**src/rtl/bitsram_pkg.sv**
```systemverilog
package bitsram_pkg;

  typedef struct packed {
    logic load;     // register request address and data
    logic openWr;   // start a write window
    logic openRd;   // start a read window
    logic close;    // end the current window, pulse ack
    logic capture;  // sample the data-out pin
  } strobe_t;

  typedef enum logic [1:0] {
    ST_IDLE,
    ST_WRITE,
    ST_READ,
    ST_TURN
  } state_t;

  function automatic int ceilDiv(input int ns, input int per);
    return (ns + per - 1) / per;
  endfunction

  function automatic int maxOf(input int a, input int b);
    return (a > b) ? a : b;
  endfunction

  function automatic int minOf(input int a, input int b);
    return (a < b) ? a : b;
  endfunction

endpackage

```
**src/rtl/bitsram_ctrl_fsm.sv**
```systemverilog
module bitsram_ctrl_fsm
  import bitsram_pkg::*;
#(
  parameter int WR_CYC   = 1,
  parameter int RD_CYC   = 2,
  parameter int TURN_CYC = 1
) (
  input  logic    clk,
  input  logic    rstN,
  input  logic    req,
  input  logic    reqWe,
  output logic    ready,
  output strobe_t cmd
);

  localparam int MAX_CYC = maxOf(maxOf(WR_CYC, RD_CYC), TURN_CYC);
  localparam int CNT_W   = $clog2(MAX_CYC + 1);
  localparam logic [CNT_W-1:0] WR_LOAD   = CNT_W'(WR_CYC - 1);
  localparam logic [CNT_W-1:0] RD_LOAD   = CNT_W'(RD_CYC - 1);
  localparam logic [CNT_W-1:0] TURN_LOAD = CNT_W'(TURN_CYC - 1);

  state_t          state, stateNext;
  logic [CNT_W-1:0] cnt, cntNext;
  logic            cntDone;

  assign cntDone = (cnt == '0);
  assign ready   = (state == ST_IDLE);

  always_comb begin
    stateNext = state;
    cntNext   = cnt;
    cmd       = '0;
    unique case (state)
      ST_IDLE: begin
        if (req) begin
          cmd.load = 1'b1;
          if (reqWe) begin
            cmd.openWr = 1'b1;
            cntNext    = WR_LOAD;
            stateNext  = ST_WRITE;
          end else begin
            cmd.openRd = 1'b1;
            cntNext    = RD_LOAD;
            stateNext  = ST_READ;
          end
        end
      end
      ST_WRITE: begin
        if (cntDone) begin
          cmd.close = 1'b1;
          cntNext   = TURN_LOAD;
          stateNext = ST_TURN;
        end else begin
          cntNext = cnt - 1'b1;
        end
      end
      ST_READ: begin
        if (cntDone) begin
          cmd.close   = 1'b1;
          cmd.capture = 1'b1;
          cntNext     = TURN_LOAD;
          stateNext   = ST_TURN;
        end else begin
          cntNext = cnt - 1'b1;
        end
      end
      ST_TURN: begin
        if (cntDone) begin
          stateNext = ST_IDLE;
        end else begin
          cntNext = cnt - 1'b1;
        end
      end
      default: stateNext = ST_IDLE;
    endcase
  end

  always_ff @(posedge clk or negedge rstN) begin
    if (!rstN) begin
      state <= ST_IDLE;
      cnt   <= '0;
    end else begin
      state <= stateNext;
      cnt   <= cntNext;
    end
  end


  busy_no_open_chk: assert property (@(posedge clk) disable iff (!rstN)
    !ready |-> !(cmd.openWr || cmd.openRd));


  one_close_chk: assert property (@(posedge clk) disable iff (!rstN)
    cmd.close |=> !cmd.close);

endmodule

```
**src/rtl/bitsram_datapath.sv**
```systemverilog
module bitsram_datapath
  import bitsram_pkg::*;
#(
  parameter int ADDR_W = 18,
  parameter int DATA_W = 1
) (
  input  logic              clk,
  input  logic              rstN,
  input  strobe_t           cmd,
  input  logic [ADDR_W-1:0] reqAddr,
  input  logic [DATA_W-1:0] reqWdata,
  input  logic [DATA_W-1:0] sramDout,
  output logic [ADDR_W-1:0] sramAddr,
  output logic              sramCeN,
  output logic              sramWeN,
  output logic [DATA_W-1:0] sramDin,
  output logic              ack,
  output logic              rvalid,
  output logic [DATA_W-1:0] rdata
);

  always_ff @(posedge clk or negedge rstN) begin
    if (!rstN) begin
      sramAddr <= '0;
      sramDin  <= '0;
    end else if (cmd.load) begin
      sramAddr <= reqAddr;
      sramDin  <= reqWdata;
    end
  end

  always_ff @(posedge clk or negedge rstN) begin
    if (!rstN) begin
      sramCeN <= 1'b1;
      sramWeN <= 1'b1;
    end else if (cmd.close) begin
      sramCeN <= 1'b1;
      sramWeN <= 1'b1;
    end else if (cmd.openWr) begin
      sramCeN <= 1'b0;
      sramWeN <= 1'b0;
    end else if (cmd.openRd) begin
      sramCeN <= 1'b0;
      sramWeN <= 1'b1;
    end
  end

  always_ff @(posedge clk or negedge rstN) begin
    if (!rstN) begin
      ack    <= 1'b0;
      rvalid <= 1'b0;
      rdata  <= '0;
    end else begin
      ack    <= cmd.close;
      rvalid <= cmd.capture;
      if (cmd.capture) rdata <= sramDout;
    end
  end


  capture_window_chk: assert property (@(posedge clk) disable iff (!rstN)
    cmd.capture |-> (!sramCeN && sramWeN));


  addr_stable_chk: assert property (@(posedge clk) disable iff (!rstN)
    (!sramCeN && !$past(sramCeN)) |-> ($stable(sramAddr) && $stable(sramDin)));


  write_end_chk: assert property (@(posedge clk) disable iff (!rstN)
    $rose(sramWeN) |-> sramCeN);


  turnaround_chk: assert property (@(posedge clk) disable iff (!rstN)
    $rose(sramCeN) |=> sramCeN);


  ack_pulse_chk: assert property (@(posedge clk) disable iff (!rstN)
    ack |=> !ack);


  read_we_high_chk: assert property (@(posedge clk) disable iff (!rstN)
    (!sramCeN && $past(!sramCeN) && $past(sramWeN)) |-> sramWeN);

endmodule

```
**src/rtl/bitsram_ctrl.sv**
```systemverilog
module bitsram_ctrl
  import bitsram_pkg::*;
#(
  parameter int ADDR_W        = 18,
  parameter int DATA_W        = 1,
  parameter int CLK_PERIOD_NS = 10,
  parameter int T_WP_NS       = 8,
  parameter int T_SD_NS       = 8,
  parameter int T_AW_NS       = 9,
  parameter int T_AA_NS       = 12,
  parameter int T_WC_NS       = 12,
  parameter int T_TURN_NS     = 5
) (
  input  logic              clk,
  input  logic              rstN,
  input  logic              req,
  input  logic              reqWe,
  input  logic [ADDR_W-1:0] reqAddr,
  input  logic [DATA_W-1:0] reqWdata,
  output logic              ready,
  output logic              ack,
  output logic [DATA_W-1:0] rdata,
  output logic              rvalid,
  output logic [ADDR_W-1:0] sramAddr,
  output logic              sramCeN,
  output logic              sramWeN,
  output logic [DATA_W-1:0] sramDin,
  input  logic [DATA_W-1:0] sramDout
);

  localparam int WR_CYC = maxOf(1, maxOf(ceilDiv(T_WP_NS, CLK_PERIOD_NS),
                          maxOf(ceilDiv(T_SD_NS, CLK_PERIOD_NS),
                                ceilDiv(T_AW_NS, CLK_PERIOD_NS))));
  localparam int RD_CYC = maxOf(1, ceilDiv(T_AA_NS, CLK_PERIOD_NS));
  localparam int TURN_CYC = maxOf(1, maxOf(ceilDiv(T_TURN_NS, CLK_PERIOD_NS),
                            ceilDiv(T_WC_NS, CLK_PERIOD_NS) - minOf(WR_CYC, RD_CYC)));

  strobe_t cmd;

  bitsram_ctrl_fsm #(
    .WR_CYC  (WR_CYC),
    .RD_CYC  (RD_CYC),
    .TURN_CYC(TURN_CYC)
  ) u_fsm (
    .clk  (clk),
    .rstN (rstN),
    .req  (req),
    .reqWe(reqWe),
    .ready(ready),
    .cmd  (cmd)
  );

  bitsram_datapath #(
    .ADDR_W(ADDR_W),
    .DATA_W(DATA_W)
  ) u_dp (
    .clk     (clk),
    .rstN    (rstN),
    .cmd     (cmd),
    .reqAddr (reqAddr),
    .reqWdata(reqWdata),
    .sramDout(sramDout),
    .sramAddr(sramAddr),
    .sramCeN (sramCeN),
    .sramWeN (sramWeN),
    .sramDin (sramDin),
    .ack     (ack),
    .rvalid  (rvalid),
    .rdata   (rdata)
  );


  idle_deselect_chk: assert property (@(posedge clk) disable iff (!rstN)
    ready |-> (sramCeN && sramWeN && !ack));


  rvalid_with_ack_chk: assert property (@(posedge clk) disable iff (!rstN)
    rvalid |-> ack);

endmodule

```
**config.mk**
```make
export PLATFORM = sky130hd
export DESIGN_NAME = bitsram_ctrl
export DESIGN_NICKNAME = d
export VERILOG_FILES = /design/src/rtl/bitsram_pkg.sv /design/src/rtl/bitsram_ctrl_fsm.sv /design/src/rtl/bitsram_datapath.sv /design/src/rtl/bitsram_ctrl.sv
export SDC_FILE = /design/constraint.sdc
export NUM_CORES = 1
export LEC_CHECK = 0
export BUFFER_PORTS_ARGS = -buffer_cell sky130_fd_sc_hd__buf_4
export CORE_ASPECT_RATIO = 0.7
export CORE_MARGIN = 3
export CORE_UTILIZATION = 29
export CTS_CLUSTER_DIAMETER = 150
export DETAILED_ROUTE_END_ITERATION = 6
export SLEW_MARGIN = 25
export SYNTH_ARGS = -nofsm -noshare
export SYNTH_HDL_FRONTEND = slang
export SYNTH_SLANG_ARGS = --single-unit
export TNS_END_PERCENT = 100
```
**constraint.sdc**
```tcl
create_clock -name clk -period 1.5 [get_ports clk]
set_input_delay 0.3 -clock clk [delete_from_list [all_inputs] [get_ports clk]]
set_output_delay 0.3 -clock clk [all_outputs]
set_load 0.01 [all_outputs]
```
* Word-level counts from Yosys, hierarchy flattened
Cells that the tools add are included.
Storage, ports and cells: flip-flop bits (word level) 28, input bits 24
Cells by class: eq/ne operators 7, add/sub/neg operators 1, reductions and logical operators 6, multiplexer cells 24
Operators with widths (count):
- $mux 2 | 8
- $pmux 2 s3 | 2
- $mux 1 | 11
- $mux 3 | 2
- $eq 2x2->1 const B | 2
- $logic_not 2->1 | 2
- $ne 2x1->1 const B | 2
- $ne 2x2->1 const B | 2
- $reduce_and 3->1 | 1
- $reduce_bool 3->1 | 1
- $eq 2x1->1 const B | 1
- $pmux 1 s2 | 1
- $reduce_and 2->1 | 1
- $reduce_or 2->1 | 1
- $sub 2x1->2 const B | 1

* Depth between registers and ports, before layout
Gate-level depths: netlist of the first run.
depth in word-level cells 6, mapped depth 6

* Modules after synthesis
From an unflattened synthesis of the first run, not the netlist that was laid out.
Unflattened totals: cells, all modules 90, area total of the unflattened synthesis 1282.5 µm²
By module, submodules not included:
- bitsram_datapath | times used 1, area an instance 919.6 µm², cells each 50
- bitsram_ctrl_fsm | times used 1, area an instance 362.8 µm², cells each 40

* Worst setup path after synthesis of the first run
OpenSTA, ideal clock, no wires.
path kind register -> register, from reg u_fsm.state[0], to reg u_dp.sramAddr[0], path buffers 1, setup slack 0.166 ns, clock period less this slack 1.334 ns, data required time 1.375 ns, stages on the path, launching flop included 6, data arrival time 1.209 ns, path through dfrtp_1 > inv_1 > ha_1 > nand2_1 > buf_6 > mux2_4
Between the ends: longest elaborated chain between the ends 2
RTL lines:
- from (decl) | line bitsram_ctrl_fsm.sv:22 | state_t state, stateNext;
- from (signal assigned) | line bitsram_ctrl_fsm.sv:83 | state <= stateNext;
- $logic_not 2->1 | line bitsram_ctrl_fsm.sv:33 | unique case (state)
- $mux 3 | line bitsram_ctrl_fsm.sv:33
- to (signal assigned) | line bitsram_datapath.sv:27 | sramAddr <= reqAddr;
- to (decl) | line bitsram_datapath.sv:13 | output logic [ADDR_W-1:0] sramAddr,
Every way passes these cells. A chain may end at the register's enable or synchronous reset.

* Worst setup path in the final report of the first run
from reg u_fsm.state[0], to reg u_dp.sramAddr[9]
The elaborated chain is that of the path after synthesis.

==> flow_metrics.py, run 1 <==
metrics = {
    "run_status": {
        "status": "finished clean",
    },
    "final_layout": {
        "num-nets-final": 181,
        "final_cell_mix": "buf_4 (50), dfrtp_1 (26), mux2_4 (18)",
        "num_antenna_cells": 0,
        "final_common_cell": "buf_4",
        "finalCoreUtilization": 0.448,
        "synthToLayoutAreaGrowth_pct": 41.1,
        "final_layout_size_suffix_gt1_frac": 0.565,
    },
    "clock_network": {
        "numCtsBuffers": 3,
        "cts-htree-levels": 1,
        "cts_tree": "yes",
        "cts_buffer_depth": 2,
        "clk_pin_slew_ns": 0.09,
        "cts.sinks": 28,
        "clkLatencyLatePin_ns": 0.27,
        "cts_root_buf": "clkbuf_8",
    },
    "route": {
        "ant_nets": 0,
        "drt_drc_violations_left": 0,
        "wire_per_inst_um": 14.7,
        "firstDrtPassIters": 4,
        "dr.first_iter.drc_count": 26,
        "wl_um": 2920,
        "vias": 901,
        "viasPerCell": 4.53,
    },
    "timing": {
        "hold_viol": 0,
        "fin_crit_ns": 1.42,
        "setup_viol": 0,
        "finalCritPeriodShare": 0.944,
        "timing.fmax_ghz": 0.707,
        "worst_pin_slew_ns": 0.362,
        "skew_ns": 0.00148,
        "fin_tns_setup_ns": 0,
        "drv_slew": 0,
        "relSlewSlack": 0.759,
        "rsz0062_at_grt": "no",
    },
    "setup_path": {
        "cp_max_fo": 7,
        "regToRegSetupSlack_ns": 0.08,
        "r2r-start": "u_fsm.state[0]",
        "critPathSlowestCell": "dfrtp_1",
        "r2r_cells": 5,
        "startpoint": "u_fsm.state[0]",
        "path_depth": 5,
        "critical-path-max-stage-delay_ns": 0.39,
        "crit_buf_inv": 2,
        "crit_path_start_kind": "flop",
        "critPathKind": "flop to flop",
        "cp-end-kind": "flop",
        "crit_path_end": "u_dp.sramAddr[9]",
        "worstPathArrival_ns": 1.58,
        "crit_required_ns": 1.66,
        "rr_endpoint": "u_dp.sramAddr[9]",
        "crit_chain": "inv_2 -> ha_1 -> nand2_2 -> buf_12 -> mux2_2",
        "critical_path.top_delay_family": "flip-flops",
    },
    "min_path": {
        "hp-start": "reqWdata",
        "min_path_type": "input port to flop",
        "min_path_cells": 2,
    },
    "logic_synthesis": {
        "yosysUniqueCellTypes": 21,
        "synth_edf_count": 0,
        "synth_area_leaders": "dfrtp_1 (50%), mux2_4 (21%), ha_1 (7.6%)",
        "synth_top_family_by_area": "multiplexers",
        "syn_inst": 92,
        "synthMuxAreaShare": 0.239,
        "yosys_warnings": 0,
        "synth_nets": 124,
        "syn_avg_cell_area_um2": 14.3,
        "synth-simple-area-share": 0.0600,
        "synth_compound_area_frac": 0.0552,
        "ys.flop_type": "dfrtp_1",
        "ys_ff_latch": 28,
        "syn_area_um2": 1310,
        "netlist.area_leader.share": 0.495,
        "yosysSeqAreaShare": 0.535,
        "synth-xor-area-share": 0,
        "synth_fa_ha_area_frac": 0.0762,
        "yosysTopAreaCell": "dfrtp_1",
        "async_reset_ff_frac": 1.00,
    },
    "place": {
        "routabilityCongestion": 0.754,
        "hpwl_um": 2160,
        "io_buffers": 48,
    },
    "floorplanning": {
        "rows": 19,
        "die_h_um": 62.3,
        "die_area_um2": 5390,
        "start_util": 0.318,
        "core_area_um2": 4140,
        "die_w_um": 86.4,
        "ioPinCount": 49,
    },
    "power_and_ir_drop": {
        "p_leak_nw": 0.967,
        "ir_drop_v": 0.000928,
        "power_density_nw_per_um2": 2110,
    },
    "global_route": {
        "antenna_found_initial": 0,
        "grtUsageTotal": 0.112,
        "grt_max_degree": 29,
        "grt_pass1_vias": 985,
        "overflow": 0,
        "grt_pass1_wl_um": 4730,
    },
    "job": {
        "maxCapViolCount": 0,
    },
}
sequential cells by signal, indices dropped and copies added (netlist names):
register,count
u_dp.ack,1
u_dp.rdata,1
u_dp.rvalid,1
u_dp.sramAddr,18
u_dp.sramCeN,1
u_dp.sramDin,1
u_dp.sramWeN,1
u_fsm.cnt,2
u_fsm.state,2
how the worst min path moves through the flow:
stage	end	slack, ns
floorplan	u_dp.ack	0.004
global placement	u_fsm.cnt[0]	0.23
detailed placement	u_dp.sramAddr[16]	0.25
CTS	u_dp.sramAddr[14]	0.24
global route	u_dp.sramAddr[14]	0.23
finish	u_dp.sramDin	0.25
where the power goes:
group	leakage, nW	total [mW]	internal (mW)	switching [mW]
Sequential	0.333	1.40	1.16	0.239
Combinational	0.612	2.11	1.25	0.855
Clock	0.0216	0.403	0.180	0.223
Total	0.967	3.91	2.59	1.32
synth_stat cells (2+ instances only):
master and count:
inv_1 6, mux2_4 18, a31oi_1 2, nand2b_1 3, buf_6 2, ha_1 8
dfstp_2 2, or2b_1 2, a21oi_1 4, o21ai_0 3, mux2_2 2, nand2_1 6
dfrtp_1 26
area by class of cell:
| class | count | area, µm² |
|---|---|---|
| Inverter | 6 | 22.5 |
| Sequential cell | 28 | 703 |
| Timing Repair Buffer | 54 | 442 |
| Tap cell | 52 | 65.1 |
| Fill cell | 378 | 2280 |
| Clock buffer | 3 | 41.3 |
| Multi-Input combinational cell | 56 | 581 |
what timing repair did:
| action | CTS | global route |
|---|---|---|
| buffers inserted | 0 | 2 |
| hold endpoints to repair | 26 | 0 |
| resized for setup | 2 | 5 |
| gates cloned | 0 | 1 |
| hold buffers | 1 | 0 |
| endpoints found under the setup margin | 1 | 24 |
routing by layer:
layer	GRT usage	wire, µm	up-vias
met2	0.179	1360	37
met4	0.0311	26	0
met5	0	0	-
met1	0.139	1290	433
met3	0.0476	239	4
li1	-	-	427
through the flow:
step / cell area [µm²] / setup WS, ns / hold slack, ns / power (mW) / instances
2_1_floorplan: 1310 / 0.166 / 0.00441 / 2.59 / 92
3_3_place_gp: 1740 / 0.112 / 0.232 / 3.35 / 192
3_5_place_dp: 1740 / 0.0717 / 0.247 / 3.42 / 192
4_1_cts: 1810 / 0.0249 / 0.237 / 3.88 / 196
5_1_grt: 1850 / 0.0127 / 0.231 / 4.21 / 199
6_report: 1850 / 0.0847 / 0.252 / 3.91 / 199
cells by family (layout without fill, tap and decap cells):
logic type               count (synthesis)  after routing
AO/OA/AOI/OAI                           12             12
adder cells (fa/ha/maj)                  8              8
buffers and inverters                    8             63
flip-flops                              28             28
multiplexers                            22             22
AND/OR/NAND/NOR                         14             14
Note: power is estimated with default switching activity, not from simulation.
==> run 2, diff against run 1 <==
--- a/config.mk
+++ b/config.mk
@@ -5,12 +5,16 @@
 export SDC_FILE = /design/constraint.sdc
 export NUM_CORES = 1
 export LEC_CHECK = 0
-export BUFFER_PORTS_ARGS = -buffer_cell sky130_fd_sc_hd__buf_4
+export CELL_PAD_IN_SITES_DETAIL_PLACEMENT = 0
+export CELL_PAD_IN_SITES_GLOBAL_PLACEMENT = 1
 export CORE_ASPECT_RATIO = 0.7
 export CORE_MARGIN = 3
 export CORE_UTILIZATION = 29
 export CTS_CLUSTER_DIAMETER = 150
 export DETAILED_ROUTE_END_ITERATION = 6
+export DONT_BUFFER_PORTS = 1
+export HOLD_SLACK_MARGIN = 0.12
+export PLACE_DENSITY_LB_ADDON = 0.1
 export SLEW_MARGIN = 25
 export SYNTH_ARGS = -nofsm -noshare
 export SYNTH_HDL_FRONTEND = slang
==> flow_metrics.py, run 2 (synthesized netlist as in run 1, its figures left out) <==
metrics = {
    "run_status": {
        "status": "finished clean",
    },
    "clock_network": {
        "cts-htree-levels": 1,
        "clkLatencyLatePin_ns": 0.27,
        "cts_buffer_depth": 2,
        "cts_root_buf": "clkbuf_8",
        "cts_tree": "yes",
        "cts.sinks": 28,
        "clk_pin_slew_ns": 0.09,
        "numCtsBuffers": 3,
    },
    "timing": {
        "hold_viol": 0,
        "worst_pin_slew_ns": 0.225,
        "rsz0062_at_grt": "no",
        "drv_slew": 0,
        "timing.fmax_ghz": 0.707,
        "relSlewSlack": 0.850,
        "whs_ns": 0.169,
        "fin_crit_ns": 1.41,
        "skew_ns": 0.00118,
        "finalCritPeriodShare": 0.943,
        "fin_tns_setup_ns": 0,
        "setup_viol": 0,
        "timing.final.ws_setup_ns": 0.0854,
    },
    "floorplanning": {
        "start_util": 0.318,
        "die_area_um2": 5390,
        "rows": 19,
        "die_h_um": 62.3,
        "core_area_um2": 4140,
        "ioPinCount": 49,
        "die_w_um": 86.4,
    },
    "power_and_ir_drop": {
        "p_total_mw": 3.32,
        "p_leak_nw": 0.717,
        "ir_drop_v": 0.000856,
        "power_density_nw_per_um2": 2260,
    },
    "global_route": {
        "grt_max_degree": 29,
        "grt_pass1_wl_um": 3980,
        "grtUsageTotal": 0.0949,
        "overflow": 0,
        "grt_pass1_vias": 803,
        "antenna_found_initial": 0,
    },
    "setup_path": {
        "r2r-start": "u_fsm.state[0]",
        "critPathKind": "flop to flop",
        "cp_max_fo": 21,
        "crit_path_start_kind": "flop",
        "worstPathArrival_ns": 1.58,
        "startpoint": "u_fsm.state[0]",
        "crit_required_ns": 1.66,
        "cp-end-kind": "flop",
    },
    "place": {
        "placed_area_um2": 1380,
        "dp.cells": 143,
        "dp_slack_ns": 0.0429,
        "hpwl_um": 1710,
        "routabilityCongestion": 0.708,
        "io_buffers": 0,
    },
    "final_layout": {
        "num-nets-final": 130,
        "final_layout_size_suffix_gt1_frac": 0.340,
        "final_common_cell": "dfrtp_1",
        "synthToLayoutAreaGrowth_pct": 11.6,
        "finalCoreUtilization": 0.355,
        "fillers": 402,
        "largest_reg_flops": 18,
        "design_area_um2": 1470,
        "ff_latch_area_um2": 703,
        "top_register": "u_dp.sramAddr",
        "final_cells": 149,
        "top_regs": "u_dp.sramAddr (18), u_fsm.cnt (2), u_fsm.state (2)",
        "num_antenna_cells": 0,
        "multi_input_area_um2": 571,
        "final_cell_mix": "dfrtp_1 (26), mux2_4 (18), nand2_1 (6), ha_1 (6)",
    },
    "route": {
        "wire_per_inst_um": 16.2,
        "vias": 684,
        "dr.first_iter.drc_count": 16,
        "wl_um": 2410,
        "firstDrtPassIters": 4,
        "drt_drc_violations_left": 0,
        "ant_nets": 0,
        "viasPerCell": 4.59,
    },
    "min_path": {
        "hp-start": "reqAddr[10]",
        "min_path_type": "input port to flop",
    },
    "job": {
        "maxCapViolCount": 0,
    },
}
## run 2: final timing paths
check                               endpoint  slack, ns  depth (start not counted)
min in group asynchronous     u_fsm.state[1]       0.48                          2
setup reg to reg            u_dp.sramAddr[9]       0.09                          5
setup / recovery            u_dp.sramAddr[9]       0.09                          5
hold / removal             u_dp.sramAddr[10]       0.17                          1
hold reg to reg                 u_dp.sramCeN       0.52                          2
max in group asynchronous       u_dp.sramWeN       0.79                          2
## run 2: critical path, cell delays in order, from the launching register on
cell and delay, ns:
dfrtp_1 0.40, inv_2 0.07, ha_2 0.18, nand2_1 0.10
buf_12 0.21, mux2_2 0.35
## run 2: per-layer routing
| metal | track usage | up-vias | part of all wire |
|---|---|---|---|
| li1 | - | 322 | - |
| met2 | 0.147 | 32 | 0.45 |
| met1 | 0.120 | 330 | 0.46 |
| met4 | 0.0117 | 0 | 0 |
| met5 | 0 | - | 0 |
| met3 | 0.0515 | 0 | 0.091 |
## run 2: power breakdown
| group | internal [mW] | leakage, nW | switching, mW |
|---|---|---|---|
| clock network | 0.235 | 0.0288 | 0.224 |
| registers | 1.16 | 0.333 | 0.430 |
| logic | 0.752 | 0.356 | 0.520 |
## run 2: repair_timing
item / 4_1_cts / 5_1_grt
hold buffers: 2 / 0
gates resized for setup: 1 / 3
hold endpoints to repair: 28 / 0
setup buffers: 0 / 0
setup endpoints to repair: 1 / 5
gates cloned: 0 / 0
## run 2: layout make-up
type	count	area share
Tap cell	52	0.0444
Clock buffer	4	0.0375
Multi-Input combinational cell	56	0.389
Timing Repair Buffer	3	0.0341
Sequential cell	28	0.480
Inverter	6	0.0154
==> run 3, diff against run 2 <==
--- a/config.mk
+++ b/config.mk
@@ -5,10 +5,11 @@
 export SDC_FILE = /design/constraint.sdc
 export NUM_CORES = 1
 export LEC_CHECK = 0
+export ABC_AREA = 1
 export CELL_PAD_IN_SITES_DETAIL_PLACEMENT = 0
 export CELL_PAD_IN_SITES_GLOBAL_PLACEMENT = 1
 export CORE_ASPECT_RATIO = 0.7
-export CORE_MARGIN = 3
+export CORE_MARGIN = 10
 export CORE_UTILIZATION = 29
 export CTS_CLUSTER_DIAMETER = 150
 export DETAILED_ROUTE_END_ITERATION = 6
==> flow_metrics.py, run 3 <==
metrics = {
    "run_status": {
        "status": "finished clean",
    },
    "timing": {
        "drv_slew": 0,
        "hold_viol": 0,
        "fin_crit_ns": 1.39,
        "fin_tns_setup_ns": 0,
        "relSlewSlack": 0.842,
        "setup_viol": 0,
        "finalCritPeriodShare": 0.924,
        "skew_ns": 0.00215,
        "worst_pin_slew_ns": 0.235,
        "whs_ns": 0.135,
        "timing.fmax_ghz": 0.722,
        "timing.final.ws_setup_ns": 0.114,
        "rsz0062_at_grt": "no",
    },
    "setup_path": {
        "crit_path_start_kind": "flop",
        "crit_required_ns": 1.72,
        "critPathSlowestCell": "dfrtp_1",
        "critical_path.top_delay_family": "flip-flops",
        "worstPathArrival_ns": 1.60,
        "crit_buf_inv": 2,
        "crit_chain": "inv_1 -> ha_1 -> inv_1 -> o21ai_0 -> nand2_1 -> nand2_1",
        "critPathKind": "flop to flop",
        "critical-path-max-stage-delay_ns": 0.41,
        "cp_max_fo": 5,
        "cp-end-kind": "flop",
    },
    "route": {
        "vias": 926,
        "firstDrtPassIters": 4,
        "wire_per_inst_um": 14.8,
        "drt_drc_violations_left": 0,
        "wl_um": 3190,
        "viasPerCell": 4.29,
        "dr.first_iter.drc_count": 36,
        "ant_nets": 0,
    },
    "clock_network": {
        "cts_resized": 0,
        "post-cts-setup-buffers": 0,
        "cts.sinks": 28,
        "hold_buffers": 2,
        "clkLatencyLatePin_ns": 0.27,
        "cts_tree": "yes",
        "clk_pin_slew_ns": 0.09,
        "cts_buffer_depth": 2,
        "numCtsBuffers": 3,
        "cts-htree-levels": 1,
        "cts_root_buf": "clkbuf_8",
    },
    "power_and_ir_drop": {
        "power_density_nw_per_um2": 2160,
        "p_leak_nw": 0.823,
        "ir_drop_v": 0.000677,
    },
    "logic_synthesis": {
        "ys_top_cells_by_count": "nand2_1 (85), dfrtp_1 (26), inv_1 (15), ha_1 (8), nand3_1 (6)",
        "synth_most_common_cell": "nand2_1",
        "ys.flop_type": "dfrtp_1",
        "netlist.area_leader.share": 0.505,
        "async_reset_ff_frac": 1.00,
        "syn_avg_cell_area_um2": 8.31,
        "synth_nets": 187,
        "synth_area_leaders": "dfrtp_1 (50%), nand2_1 (25%), ha_1 (7.8%)",
        "yosys_warnings": 0,
        "syn_area_um2": 1290,
        "yosysSeqAreaShare": 0.546,
        "ys_ff_latch": 28,
        "syn_inst": 155,
        "yosysUniqueCellTypes": 15,
        "yosysTopAreaCell": "dfrtp_1",
        "synth_edf_count": 0,
    },
    "floorplanning": {
        "die_h_um": 75.8,
        "ioPinCount": 49,
        "rows": 20,
        "die_w_um": 99.7,
        "core_area_um2": 4300,
        "die_area_um2": 7550,
        "start_util": 0.299,
    },
    "final_layout": {
        "num-nets-final": 194,
        "largest_reg_flops": 18,
        "final_common_cell": "nand2_1",
        "top_register": "u_dp.sramAddr",
        "final_layout_size_suffix_gt1_frac": 0.0683,
        "final_cell_mix": "nand2_1 (85), dfrtp_1 (26), inv_1 (15)",
        "synthToLayoutAreaGrowth_pct": 12.9,
        "top_regs": "u_dp.sramAddr (18), u_fsm.cnt (2), u_fsm.state (2)",
        "fillers": 473,
        "num_antenna_cells": 0,
    },
    "min_path": {
        "min_path_type": "input port to flop",
    },
    "place": {
        "dp_slack_ns": 0.143,
        "routabilityCongestion": 0.769,
        "io_buffers": 0,
        "hpwl_um": 2520,
    },
    "global_route": {
        "grt_pass1_vias": 909,
        "grt_pass1_wl_um": 4970,
        "grtUsageTotal": 0.0839,
        "overflow": 0,
        "grt_max_degree": 29,
        "antenna_found_initial": 0,
    },
    "job": {
        "maxCapViolCount": 0,
    },
}
## run 3: stage by stage
stage | util | power (mW) | instances | cell area (µm²)
after global routing | 0.338 | 3.47 | 216 | 1460
after CTS | 0.333 | 3.21 | 214 | 1440
after floorplan | - | 2.36 | 155 | 1290
after global placement | 0.314 | 2.66 | 208 | 1350
final | 0.338 | 3.14 | 216 | 1460
after detailed placement | 0.314 | 2.71 | 208 | 1350
## run 3: worst paths after layout
kind                                 from                 to  slack, ns  depth (start not counted)
setup / recovery           u_fsm.state[0]     u_fsm.state[0]       0.11                          6
hold / removal                   sramDout         u_dp.rdata       0.14                          2
setup reg to reg           u_fsm.state[0]     u_fsm.state[0]       0.11                          6
hold reg to reg            u_fsm.state[0]     u_fsm.state[0]       0.53                          2
max in group asynchronous            rstN       u_dp.sramWeN       0.81                          2
min in group asynchronous            rstN  u_dp.sramAddr[16]       0.46                          2
## run 3: kinds of logic after synthesis
kind of cell | Yosys count | synth area share
AND/OR/NAND/NOR | 96 | 0.289
flip-flops | 28 | 0.546
AO/OA/AOI/OAI | 3 | 0.0136
adder cells (fa/ha/maj) | 8 | 0.0777
buffers and inverters | 20 | 0.0738
## run 3: area by class of cell
class	instances	area, µm²	area share
clock buffer	4	55.1	0.0378
inverter	16	60.1	0.0413
multi-input combinational	107	490	0.337
sequential	28	703	0.483
tap	55	68.8	0.0473
timing repair buffer	6	77.6	0.0533
## run 3: where the power goes
| group | internal, mW | switching (mW) |
|---|---|---|
| clock | 0.235 | 0.219 |
| combinational | 0.411 | 0.713 |
| sequential | 1.13 | 0.428 |
| total | 1.78 | 1.36 |
## run 3: layer usage
layer	share of wire	global-route usage
met1	0.44	0.0976
met4	0	0.00951
met2	0.45	0.131
met5	0	0
met3	0.11	0.0543
